==> config.mk <==
export PLATFORM = sky130hd
export DESIGN_NAME = dma_chunk_splitter
export DESIGN_NICKNAME = d
export VERILOG_FILES = /design/src/rtl/dcs_pkg.sv /design/src/rtl/dcs_chunk_calc.sv /design/src/rtl/dcs_pend_ctr.sv /design/src/rtl/dma_chunk_splitter.sv
export SDC_FILE = /design/constraint.sdc
export NUM_CORES = 1
export LEC_CHECK = 0
export ABC_CLOCK_PERIOD_IN_PS = 5700
export CORE_MARGIN = 1
export CORE_UTILIZATION = 47
export DETAILED_ROUTE_END_ITERATION = 7
export PLACE_DENSITY_LB_ADDON = 0.12
export SETUP_SLACK_MARGIN = 0.2
export SLEW_MARGIN = 20
export SYNTH_ARGS = -nofsm -noshare
export SYNTH_HDL_FRONTEND = slang
export SYNTH_SLANG_ARGS = --single-unit
==> constraint.sdc <==
create_clock -name clk -period 5.7 [get_ports clk]
set_clock_uncertainty 0.1 [all_clocks]
set_input_delay 0.57 -clock clk [delete_from_list [all_inputs] [get_ports clk]]
set_output_delay 0.57 -clock clk [all_outputs]
set_load 0.01 [all_outputs]
==> src/rtl/dcs_pkg.sv <==
package dcs_pkg;
    typedef enum logic [1:0] {
        SZ_64  = 2'd0,
        SZ_128 = 2'd1,
        SZ_256 = 2'd2,
        SZ_RSV = 2'd3
    } xfer_sel_e;

    localparam int MAX_CHUNK_BYTES = 256;
    localparam int PEND_CAP        = 12;
    localparam int BOUNDARY_BYTES  = 64;

    function automatic int size_bytes(input xfer_sel_e s);
        case (s)
            SZ_128:  return 128;
            SZ_256:  return 256;
            default: return 64;
        endcase
    endfunction

    function automatic logic [3:0] eff_limit(input logic [3:0] code);
        if (code == 4'd0)
            return 4'd1;
        else if (code > 4'(PEND_CAP))
            return 4'(PEND_CAP);
        else
            return code;
    endfunction
endpackage

==> src/rtl/dcs_chunk_calc.sv <==
module dcs_chunk_calc
    import dcs_pkg::*;
#(
    parameter int AW = 32,
    parameter int CW = 16,
    parameter int LW = 9
) (
    input  logic [AW-1:0] addr,
    input  logic [CW-1:0] rem,
    input  xfer_sel_e     sel,
    input  logic          split,
    output logic [LW-1:0] len
);
    logic [CW-1:0] size_c;
    logic [CW-1:0] to_bnd;
    logic [CW-1:0] cap;
    logic [CW-1:0] pick;
    logic          unaligned;

    always_comb begin
        size_c    = CW'(size_bytes(sel));
        to_bnd    = CW'(7'd64 - {1'b0, addr[5:0]});
        unaligned = (addr[6:0] != 7'd0);
        cap       = (split && unaligned && (to_bnd < size_c)) ? to_bnd : size_c;
        pick      = (rem < cap) ? rem : cap;
        len       = pick[LW-1:0];
    end
endmodule

==> src/rtl/dcs_pend_ctr.sv <==
module dcs_pend_ctr #(
    parameter int PW = 4
) (
    input  logic          clk,
    input  logic          rst_n,
    input  logic          inc,
    input  logic          dec,
    input  logic [PW-1:0] lim,
    output logic [PW-1:0] cnt,
    output logic [PW-1:0] cnt_nxt,
    output logic          room
);
    logic [PW-1:0] cnt_d, cnt_q;
    logic          dec_ok;

    always_comb begin
        dec_ok = dec && (cnt_q != '0);
        cnt_d  = cnt_q;
        if (inc && !dec_ok)
            cnt_d = cnt_q + 1'b1;
        else if (dec_ok && !inc)
            cnt_d = cnt_q - 1'b1;
    end

    always_ff @(posedge clk or negedge rst_n) begin
        if (!rst_n)
            cnt_q <= '0;
        else
            cnt_q <= cnt_d;
    end

    assign cnt     = cnt_q;
    assign cnt_nxt = cnt_d;
    assign room    = (cnt_q < lim);

    assert_pend_cap_R7: assert property (@(posedge clk) disable iff (!rst_n)
        cnt_q <= lim)
        else $error("outstanding count above limit");

    assert_no_grant_when_full_R7: assert property (@(posedge clk) disable iff (!rst_n)
        (cnt_q == lim) |-> !inc)
        else $error("request accepted at the outstanding limit");
endmodule

==> src/rtl/dma_chunk_splitter.sv <==
module dma_chunk_splitter
    import dcs_pkg::*;
#(
    parameter int AW = 32,
    parameter int CW = 16,
    parameter int PW = 4
) (
    input  logic                                clk,
    input  logic                                rst_n,
    input  logic [PW-1:0]                       cfg_max_pend,
    input  logic [1:0]                          cfg_xfer_sel,
    input  logic                                cfg_split_en,
    input  logic                                cfg_irq_en,
    input  logic [AW-1:0]                       src_addr,
    input  logic [CW-1:0]                       byte_cnt,
    input  logic                                start,
    output logic                                req_valid,
    input  logic                                req_grant,
    output logic [AW-1:0]                       req_addr,
    output logic [$clog2(MAX_CHUNK_BYTES):0]    req_len,
    input  logic                                rsp_valid,
    output logic                                busy,
    output logic [CW-1:0]                       remaining,
    output logic                                done,
    output logic                                irq
);
    localparam int LW = $clog2(MAX_CHUNK_BYTES) + 1;

    typedef struct packed {
        logic          busy;
        logic [AW-1:0] addr;
        logic [CW-1:0] rem;
        xfer_sel_e     sel;
        logic          split;
        logic          irq_en;
        logic [PW-1:0] lim;
        logic          done;
        logic          irq;
    } state_t;

    state_t        st_d, st_q;
    logic [LW-1:0] len_w;
    logic [PW-1:0] pend_cnt, pend_nxt;
    logic          pend_room;
    logic          fire;

    dcs_chunk_calc #(.AW(AW), .CW(CW), .LW(LW)) u_calc (
        .addr  (st_q.addr),
        .rem   (st_q.rem),
        .sel   (st_q.sel),
        .split (st_q.split),
        .len   (len_w)
    );

    dcs_pend_ctr #(.PW(PW)) u_pend (
        .clk     (clk),
        .rst_n   (rst_n),
        .inc     (fire),
        .dec     (rsp_valid),
        .lim     (st_q.lim),
        .cnt     (pend_cnt),
        .cnt_nxt (pend_nxt),
        .room    (pend_room)
    );

    assign req_valid = st_q.busy && (st_q.rem != '0) && pend_room;
    assign fire      = req_valid && req_grant;

    always_comb begin
        st_d      = st_q;
        st_d.done = 1'b0;
        st_d.irq  = 1'b0;
        if (!st_q.busy) begin
            if (start) begin
                if (byte_cnt == '0) begin
                    st_d.done = 1'b1;
                    st_d.irq  = cfg_irq_en;
                end else begin
                    st_d.busy   = 1'b1;
                    st_d.addr   = src_addr;
                    st_d.rem    = byte_cnt;
                    st_d.sel    = xfer_sel_e'(cfg_xfer_sel);
                    st_d.split  = cfg_split_en;
                    st_d.irq_en = cfg_irq_en;
                    st_d.lim    = eff_limit(cfg_max_pend);
                end
            end
        end else begin
            if (fire) begin
                st_d.addr = st_q.addr + AW'(len_w);
                st_d.rem  = st_q.rem - CW'(len_w);
            end
            if ((st_d.rem == '0) && (pend_nxt == '0)) begin
                st_d.busy = 1'b0;
                st_d.done = 1'b1;
                st_d.irq  = st_q.irq_en;
            end
        end
    end

    always_ff @(posedge clk or negedge rst_n) begin
        if (!rst_n) begin
            st_q        <= '0;
            st_q.sel    <= SZ_64;
            st_q.lim    <= PW'(1);
        end else begin
            st_q <= st_d;
        end
    end

    assign req_addr  = st_q.addr;
    assign req_len   = len_w;
    assign busy      = st_q.busy;
    assign remaining = st_q.rem;
    assign done      = st_q.done;
    assign irq       = st_q.irq;

    assert_len_bounds_R3: assert property (@(posedge clk) disable iff (!rst_n)
        req_valid |-> (req_len != '0) && (CW'(req_len) <= remaining)
                      && (req_len <= LW'(size_bytes(st_q.sel))))
        else $error("request length out of bounds");

    assert_split_boundary_R4: assert property (@(posedge clk) disable iff (!rst_n)
        (req_valid && st_q.split && (req_addr[6:0] != 7'd0))
            |-> (({3'd0, req_addr[5:0]} + req_len) <= LW'(BOUNDARY_BYTES)))
        else $error("split request crosses a 64-byte boundary");

    assert_done_idle_R8: assert property (@(posedge clk) disable iff (!rst_n)
        done |-> !busy)
        else $error("done while still busy");

    assert_irq_with_done_R9: assert property (@(posedge clk) disable iff (!rst_n)
        irq |-> done)
        else $error("irq without done");

    assert_start_ignored_R10: assert property (@(posedge clk) disable iff (!rst_n)
        (busy && start && !fire) |=> ($stable(remaining) && $stable(req_addr)))
        else $error("start while busy changed the transfer");
endmodule

==> results_dict.tcl, run 1 <==
set metrics [dict create \
    status "finished, final reports clean" \
    port_buffers 121 \
    synth_area_um2 5400 \
    max-slew-margin-rel_pct 44.8 \
    vias 5566 \
    rsz0062_at_grt "yes" \
    wl_per_cell_um 18.7 \
    synth_cell_type_count 90 \
    pre_cts_slack_ns -0.209 \
    path_class "flip-flop to flip-flop" \
    net-switching-power_mw 2.01 \
    clock.fmax_mhz 182 \
    fin_cells 906 \
    grt_antenna_before_repair 0 \
    dieWidth_um 109 \
    drc 0 \
    core-area_um2 11000 \
    clk_transition_reported_paths_ns 0.06 \
    synth_fp_nets 743 \
    layout-drive-gt1-share_pct 22.6 \
    drv_slew 0 \
    setup_viol 0 \
    fillCellCount 885 \
    tightest_slew_ns 0.825 \
    hp-class "primary input to asynchronous set/reset pin" \
    clockBufferDepth 2 \
    nets 857 \
    grt-ovfl-total 0 \
    die_h_um 109 \
    timing.final.ws_setup_ns 0.213 \
    ys_warn_count 0 \
    power_switching_share_pct 45.3 \
    finalSetupTns_ns 0 \
    grt_pass1_wl_um 25300 \
    design_area_um2 7490 \
    ios 122 \
    drv_cap 0 \
    place_area_um2 6470 \
    power_frac_clock_pct 12.6 \
    wirelength_um 16900 \
    hold_violations 0 \
    htree_levels 3 \
    ys_seq_elements 63 \
    cellLeakagePower_nw 3.15 \
    async_flop_share_pct 100 \
    end_kind "flip-flop" \
    seq_area_frac_synth_pct 29.2 \
    required_ns 5.82 \
    drt_first_iter_violations 396 \
    p_per_area_nw_per_um2 593 \
    seq_power_share_pct 21.7 \
    drtPass1Iterations 5 \
    worst_ep_arrival_time_ns 5.61 \
    antenna_left 0 \
    postSynthAreaPerCell_um2 8.35 \
    cp_cell_sequence "ha_4 > or2b_4 > a2111oi_4 > nor2_2 > mux2i_2 > ha_1 > buf_4 > o2111ai_1 > and4b_2 > nand2_2 > nand3_2 > o21ai_4 > ha_1 > fa_2 > nand2b_4 > a21oi_4 > o21bai_4 > buf_4 > o21ai_0 > nand3b_1 > xnor2_2 > o21ai_0 > and4bb_1 > or2_1" \
    numCtsBuffers 9 \
    track_usage_pct 27.5 \
    hold_buffers 0 \
    dpl.hpwl_um 11200 \
    grt_max_degree 64 \
    cts-root-buf "clkbuf_16" \
    cts_sinks 63 \
    ir_worst_vdd_v 0.000380 \
    initial_core_util_pct 49.0 \
    combPwrFrac_pct 65.7 \
    p_int_mw 2.43 \
    diodes 0 \
    area_growth_pct 38.6 \
    clk_latency_ns 0.34 \
    critPathMaxFanout 3 \
    fin_crit_sh_pct 96.3 \
    power_mw 4.44 \
    rows 38 \
    max_stage_delay_ns 0.41 \
    place_inst 851 \
    crit_slowest_cell "dfrtp_1" \
    min_period_ns 5.49 \
    cts_tree "yes" \
    vias_per_cell 6.14 \
    dieArea_um2 11900 \
    synth_ff_type "dfrtp_1" \
    grt_pass1_vias 5266 \
    synthCells 647 \
    critPathLaunchType "flip-flop" \
    synth_edf_count 0 \
    routabilityCongestion 0.883 \
]
==> routing by layer <==
layer	vias to the layer above	routed length, µm	global-route usage (%)
met2	268	8200	45.6
met5	-	0	0
li1	2574	-	-
met3	47	1300	5.98
met1	2677	7000	34.3
met4	0	431	12.2
==> critical path, delay by kind of cell, from the launching register on <==
kind | cells | cell delay (ns)
AO/OA/AOI/OAI | 7 | 1.20
adder cells (fa/ha/maj) | 4 | 1.19
buffers and inverters | 2 | 0.28
XOR/XNOR | 1 | 0.17
AND/OR/NAND/NOR | 9 | 1.75
multiplexers | 1 | 0.24
flip-flops | 1 | 0.41
==> per-stage QoR <==
stage | hold slack, ns | utilization, %
2_1_floorplan | 0.174 | -
3_3_place_gp | 0.363 | 58.7
3_5_place_dp | 0.376 | 58.7
4_1_cts | 0.350 | 64.6
5_1_grt | 0.412 | 67.9
6_report | 0.312 | 67.9
==> power by group through the flow <==
stage | clock network, mW | registers (mW) | logic, mW
after CTS | 0.567 | 0.932 | 2.58
after global routing | 0.591 | 0.991 | 3.14
final | 0.559 | 0.965 | 2.92
after floorplan | 0 | 0.840 | 1.70
after global placement | 0 | 0.924 | 2.24
after detailed placement | 0 | 0.934 | 2.30
==> cells by family (layout without fill, tap and decap cells) <==
logic type | count (synthesis) | after routing | synth area share (%)
and+or+nand+nor | 222 | 222 | 21.2
buffers and inverters | 119 | 238 | 11.8
xor gates and xnor gates | 18 | 18 | 3.06
DFF | 63 | 63 | 29.2
muxes | 6 | 6 | 1.11
AOI/OAI and AO/OA | 182 | 182 | 24.8
adders and majority gates | 37 | 37 | 8.76
==> worst paths after layout <==
path                                     startpoint                  endpoint  slack (ns)  depth (start not counted)
min in group clk                st_q[6]$_DFFE_PN0P_       st_q[6]$_DFFE_PN0P_        0.39                          2
worst max register to register  st_q[9]$_DFFE_PN0P_            done$_DFF_PN0_        0.21                         24
max in group asynchronous                     rst_n  remaining[3]$_DFFE_PN0P_        4.66                          2
worst max-delay path            st_q[9]$_DFFE_PN0P_            done$_DFF_PN0_        0.21                         24
worst min-delay path                          rst_n  req_addr[27]$_DFFE_PN0P_        0.31                          2
worst min register to register  st_q[6]$_DFFE_PN0P_       st_q[6]$_DFFE_PN0P_        0.39                          2
==> synthesized netlist by cell type (4+ instances only) <==
cell type	number	share of area, %
a221o_1	5	0.93
a22oi_1	4	0.56
and2_1	4	0.46
o311ai_0	4	0.65
nor4_1	8	0.93
a21oi_1	30	2.8
xor2_1	7	1.1
or4_1	7	0.97
o221ai_1	4	0.65
nor2_1	43	3.0
buf_4	49	6.8
clkbuf_1	26	1.8
a31oi_1	5	0.58
xnor2_1	10	1.6
inv_1	40	2.8
o22ai_1	6	0.70
a222oi_1	6	1.1
o211ai_1	6	0.83
or3_1	10	1.2
nand2_1	67	4.7
and3_1	11	1.3
nand2b_1	4	0.46
a211oi_1	12	1.7
nand4_1	6	0.70
o211a_1	4	0.74
nor3_1	15	1.4
nand3_1	21	1.9
ha_1	33	7.6
o2111ai_1	4	0.65
or2_2	4	0.46
dfrtp_1	62	29
o21ai_0	41	3.8
mux2i_1	6	1.1
==> layout make-up <==
cell class / count / area (µm²) / share of cell area, %
clock buffers: 9 / 225 / 3.01
well taps: 140 / 175 / 2.34
flip-flops and latches: 63 / 1580 / 21.1
clock inverters: 7 / 72.6 / 0.969
repair buffers: 181 / 1690 / 22.6
multi-input cells: 465 / 3590 / 47.9
inverters: 41 / 154 / 2.06
==> state kept, by name, summed over array words and instances (netlist names) <==
signal	count
u_pend.cnt	4
remaining	16
req_addr	32
irq	1
done	1
busy	1
st_q	8
==> repair_timing <==
action                     CTS  global route
gates resized for setup     40            55
cloned                       1             0
pin swaps                   20            23
setup endpoints to repair   35            36
setup buffers               24            14
==> placed cells by master (no fill, tap or decap), types with 11 or more instances in the layout <==
cell type        count
clkdlybuf4s50_1    120
dfrtp_1             62
nand2_1             60
buf_4               51
nor2_1              40
inv_1               31
o21ai_0             29
a21oi_1             26
ha_1                23
nand3_1             19
nor3_1              13
a211oi_1            11
(Power assumes the default switching activity.)
==> inputs of run 2 (changes only) <==
--- a/config.mk
+++ b/config.mk
@@ -10,6 +10,7 @@
 export CORE_UTILIZATION = 47
 export DETAILED_ROUTE_END_ITERATION = 7
 export PLACE_DENSITY_LB_ADDON = 0.12
+export REMOVE_ABC_BUFFERS = 1
 export SETUP_SLACK_MARGIN = 0.2
 export SLEW_MARGIN = 20
 export SYNTH_ARGS = -nofsm -noshare
==> results_dict.tcl, run 2 (synthesis results as in run 1) <==
set metrics [dict create \
    layout-drive-gt1-share_pct 25.4 \
    core-area_um2 11000 \
    antenna_left 0 \
    crit_slowest_cell "a2111o_1" \
    drv_slew 0 \
    max-slew-margin-rel_pct 43.0 \
    wl_per_cell_um 18.9 \
    fin_cells 924 \
    largest_register_ff_count 32 \
    cp_num_buf_inv 6 \
    critPathLaunchType "flip-flop" \
    drc 0 \
    rows 38 \
    place_inst 878 \
    routabilityCongestion 0.905 \
    end_kind "flip-flop" \
    die_h_um 109 \
    wirelength_um 17400 \
    min_period_ns 5.50 \
    critPathMaxFanout 5 \
    vias 5551 \
    cts_sinks 63 \
    drtPass1Iterations 5 \
    final_cell_mix "clkdlybuf4s50_1 (120), buf_4 (70), nand2_1 (63)" \
    vias_per_cell 6.01 \
    area_growth_pct 41.7 \
    final_common_cell "clkdlybuf4s50_1" \
    hold_violations 0 \
    setup_viol 0 \
    fillCellCount 878 \
    hp-class "primary input to asynchronous set/reset pin" \
    required_ns 5.88 \
    drt_first_iter_violations 476 \
    numCtsBuffers 9 \
    port_buffers 121 \
    cp_top_family "compound AO/OA/AOI/OAI gates" \
    drv_cap 0 \
    finish.utilization_pct 69.4 \
    diodes 0 \
    dieArea_um2 11900 \
    cts-root-buf "clkbuf_16" \
    htree_levels 3 \
    worst_ep_arrival_time_ns 5.68 \
    cellLeakagePower_nw 3.20 \
    r2r-end "req_addr[30]$_DFFE_PN0P_" \
    status "finished, final reports clean" \
    clk_transition_reported_paths_ns 0.06 \
    grt_pass1_vias 5339 \
    grt_antenna_before_repair 0 \
    path_class "flip-flop to flip-flop" \
    clock.fmax_mhz 182 \
    r2r_slack_ns 0.20 \
    ir_worst_vdd_v 0.000300 \
    track_usage_pct 28.8 \
    tightest_slew_ns 0.855 \
    r2r.worst_path.cells 27 \
    dpl.hpwl_um 11700 \
    pre_cts_slack_ns -0.263 \
    max_stage_delay_ns 0.46 \
    rsz0062_at_grt "yes" \
    initial_core_util_pct 49.0 \
    grt-ovfl-total 0 \
    clk_latency_ns 0.35 \
    grt_max_degree 64 \
    r2r-start "st_q[8]$_DFFE_PN0P_" \
    ios 122 \
    nets 875 \
    clockBufferDepth 2 \
    p_per_area_nw_per_um2 586 \
    cts_tree "yes" \
    grt_pass1_wl_um 26200 \
    dieWidth_um 109 \
    timing.final.ws_setup_ns 0.204 \
    fin_crit_sh_pct 96.4 \
]
-- run 2: how the worst max path moves through the flow --
stage	start	endpoint	slack, ns	cells after the start
after floorplan	req_addr[1]$_DFFE_PN0P_	req_addr[24]$_DFFE_PN0P_	-0.40	24
after global placement	req_addr[1]$_DFFE_PN0P_	irq$_DFF_PN0_	-0.0004	25
final	st_q[8]$_DFFE_PN0P_	req_addr[30]$_DFFE_PN0P_	0.20	27
after global routing	req_addr[1]$_DFFE_PN0P_	irq$_DFF_PN0_	-0.02	25
after detailed placement	req_addr[0]$_DFFE_PN0P_	req_addr[30]$_DFFE_PN0P_	-0.26	26
after CTS	st_q[8]$_DFFE_PN0P_	req_addr[30]$_DFFE_PN0P_	0.16	28
-- run 2: layout make-up --
type	instances	area [µm²]	share of cell area, %
multi-input cells	466	3630	47.4
repair buffers	198	1810	23.7
flip-flops and latches	63	1580	20.6
clock buffers	9	225	2.94
well taps	140	175	2.29
inverters	41	154	2.01
clock inverters	7	82.6	1.08
-- run 2: timing repair --
item	in CTS	in global routing
setup buffers	7	22
hold buffers	0	0
gates resized for setup	32	82
gates cloned	1	0
pin swaps	14	44
setup endpoints to repair	34	37
-- run 2: where the power goes --
group	switching, mW	internal [mW]
sequential	0.327	0.640
combinational	1.46	1.47
clock	0.242	0.344
total	2.03	2.45
-- run 2: through the flow --
step	total power, mW	hold slack [ns]	TNS (ns)	cell area, µm²
floorplan	2.29	0.174	-2.45	4910
global placement	3.30	0.364	-0.000390	6670
detailed placement	3.37	0.384	-2.10	6670
CTS	4.08	0.350	0	7160
global route	4.79	0.407	-0.0292	7650
finish	4.48	0.317	0	7650
-- run 2: per-layer routing --
| layer | wire (µm) | global-route usage, % | vias up |
|---|---|---|---|
| met5 | 0 | 0 | - |
| met4 | 500 | 13.7 | 0 |
| met3 | 1000 | 4.06 | 40 |
| met2 | 8420 | 47.3 | 214 |
| met1 | 7510 | 37.2 | 2679 |
| li1 | - | - | 2618 |
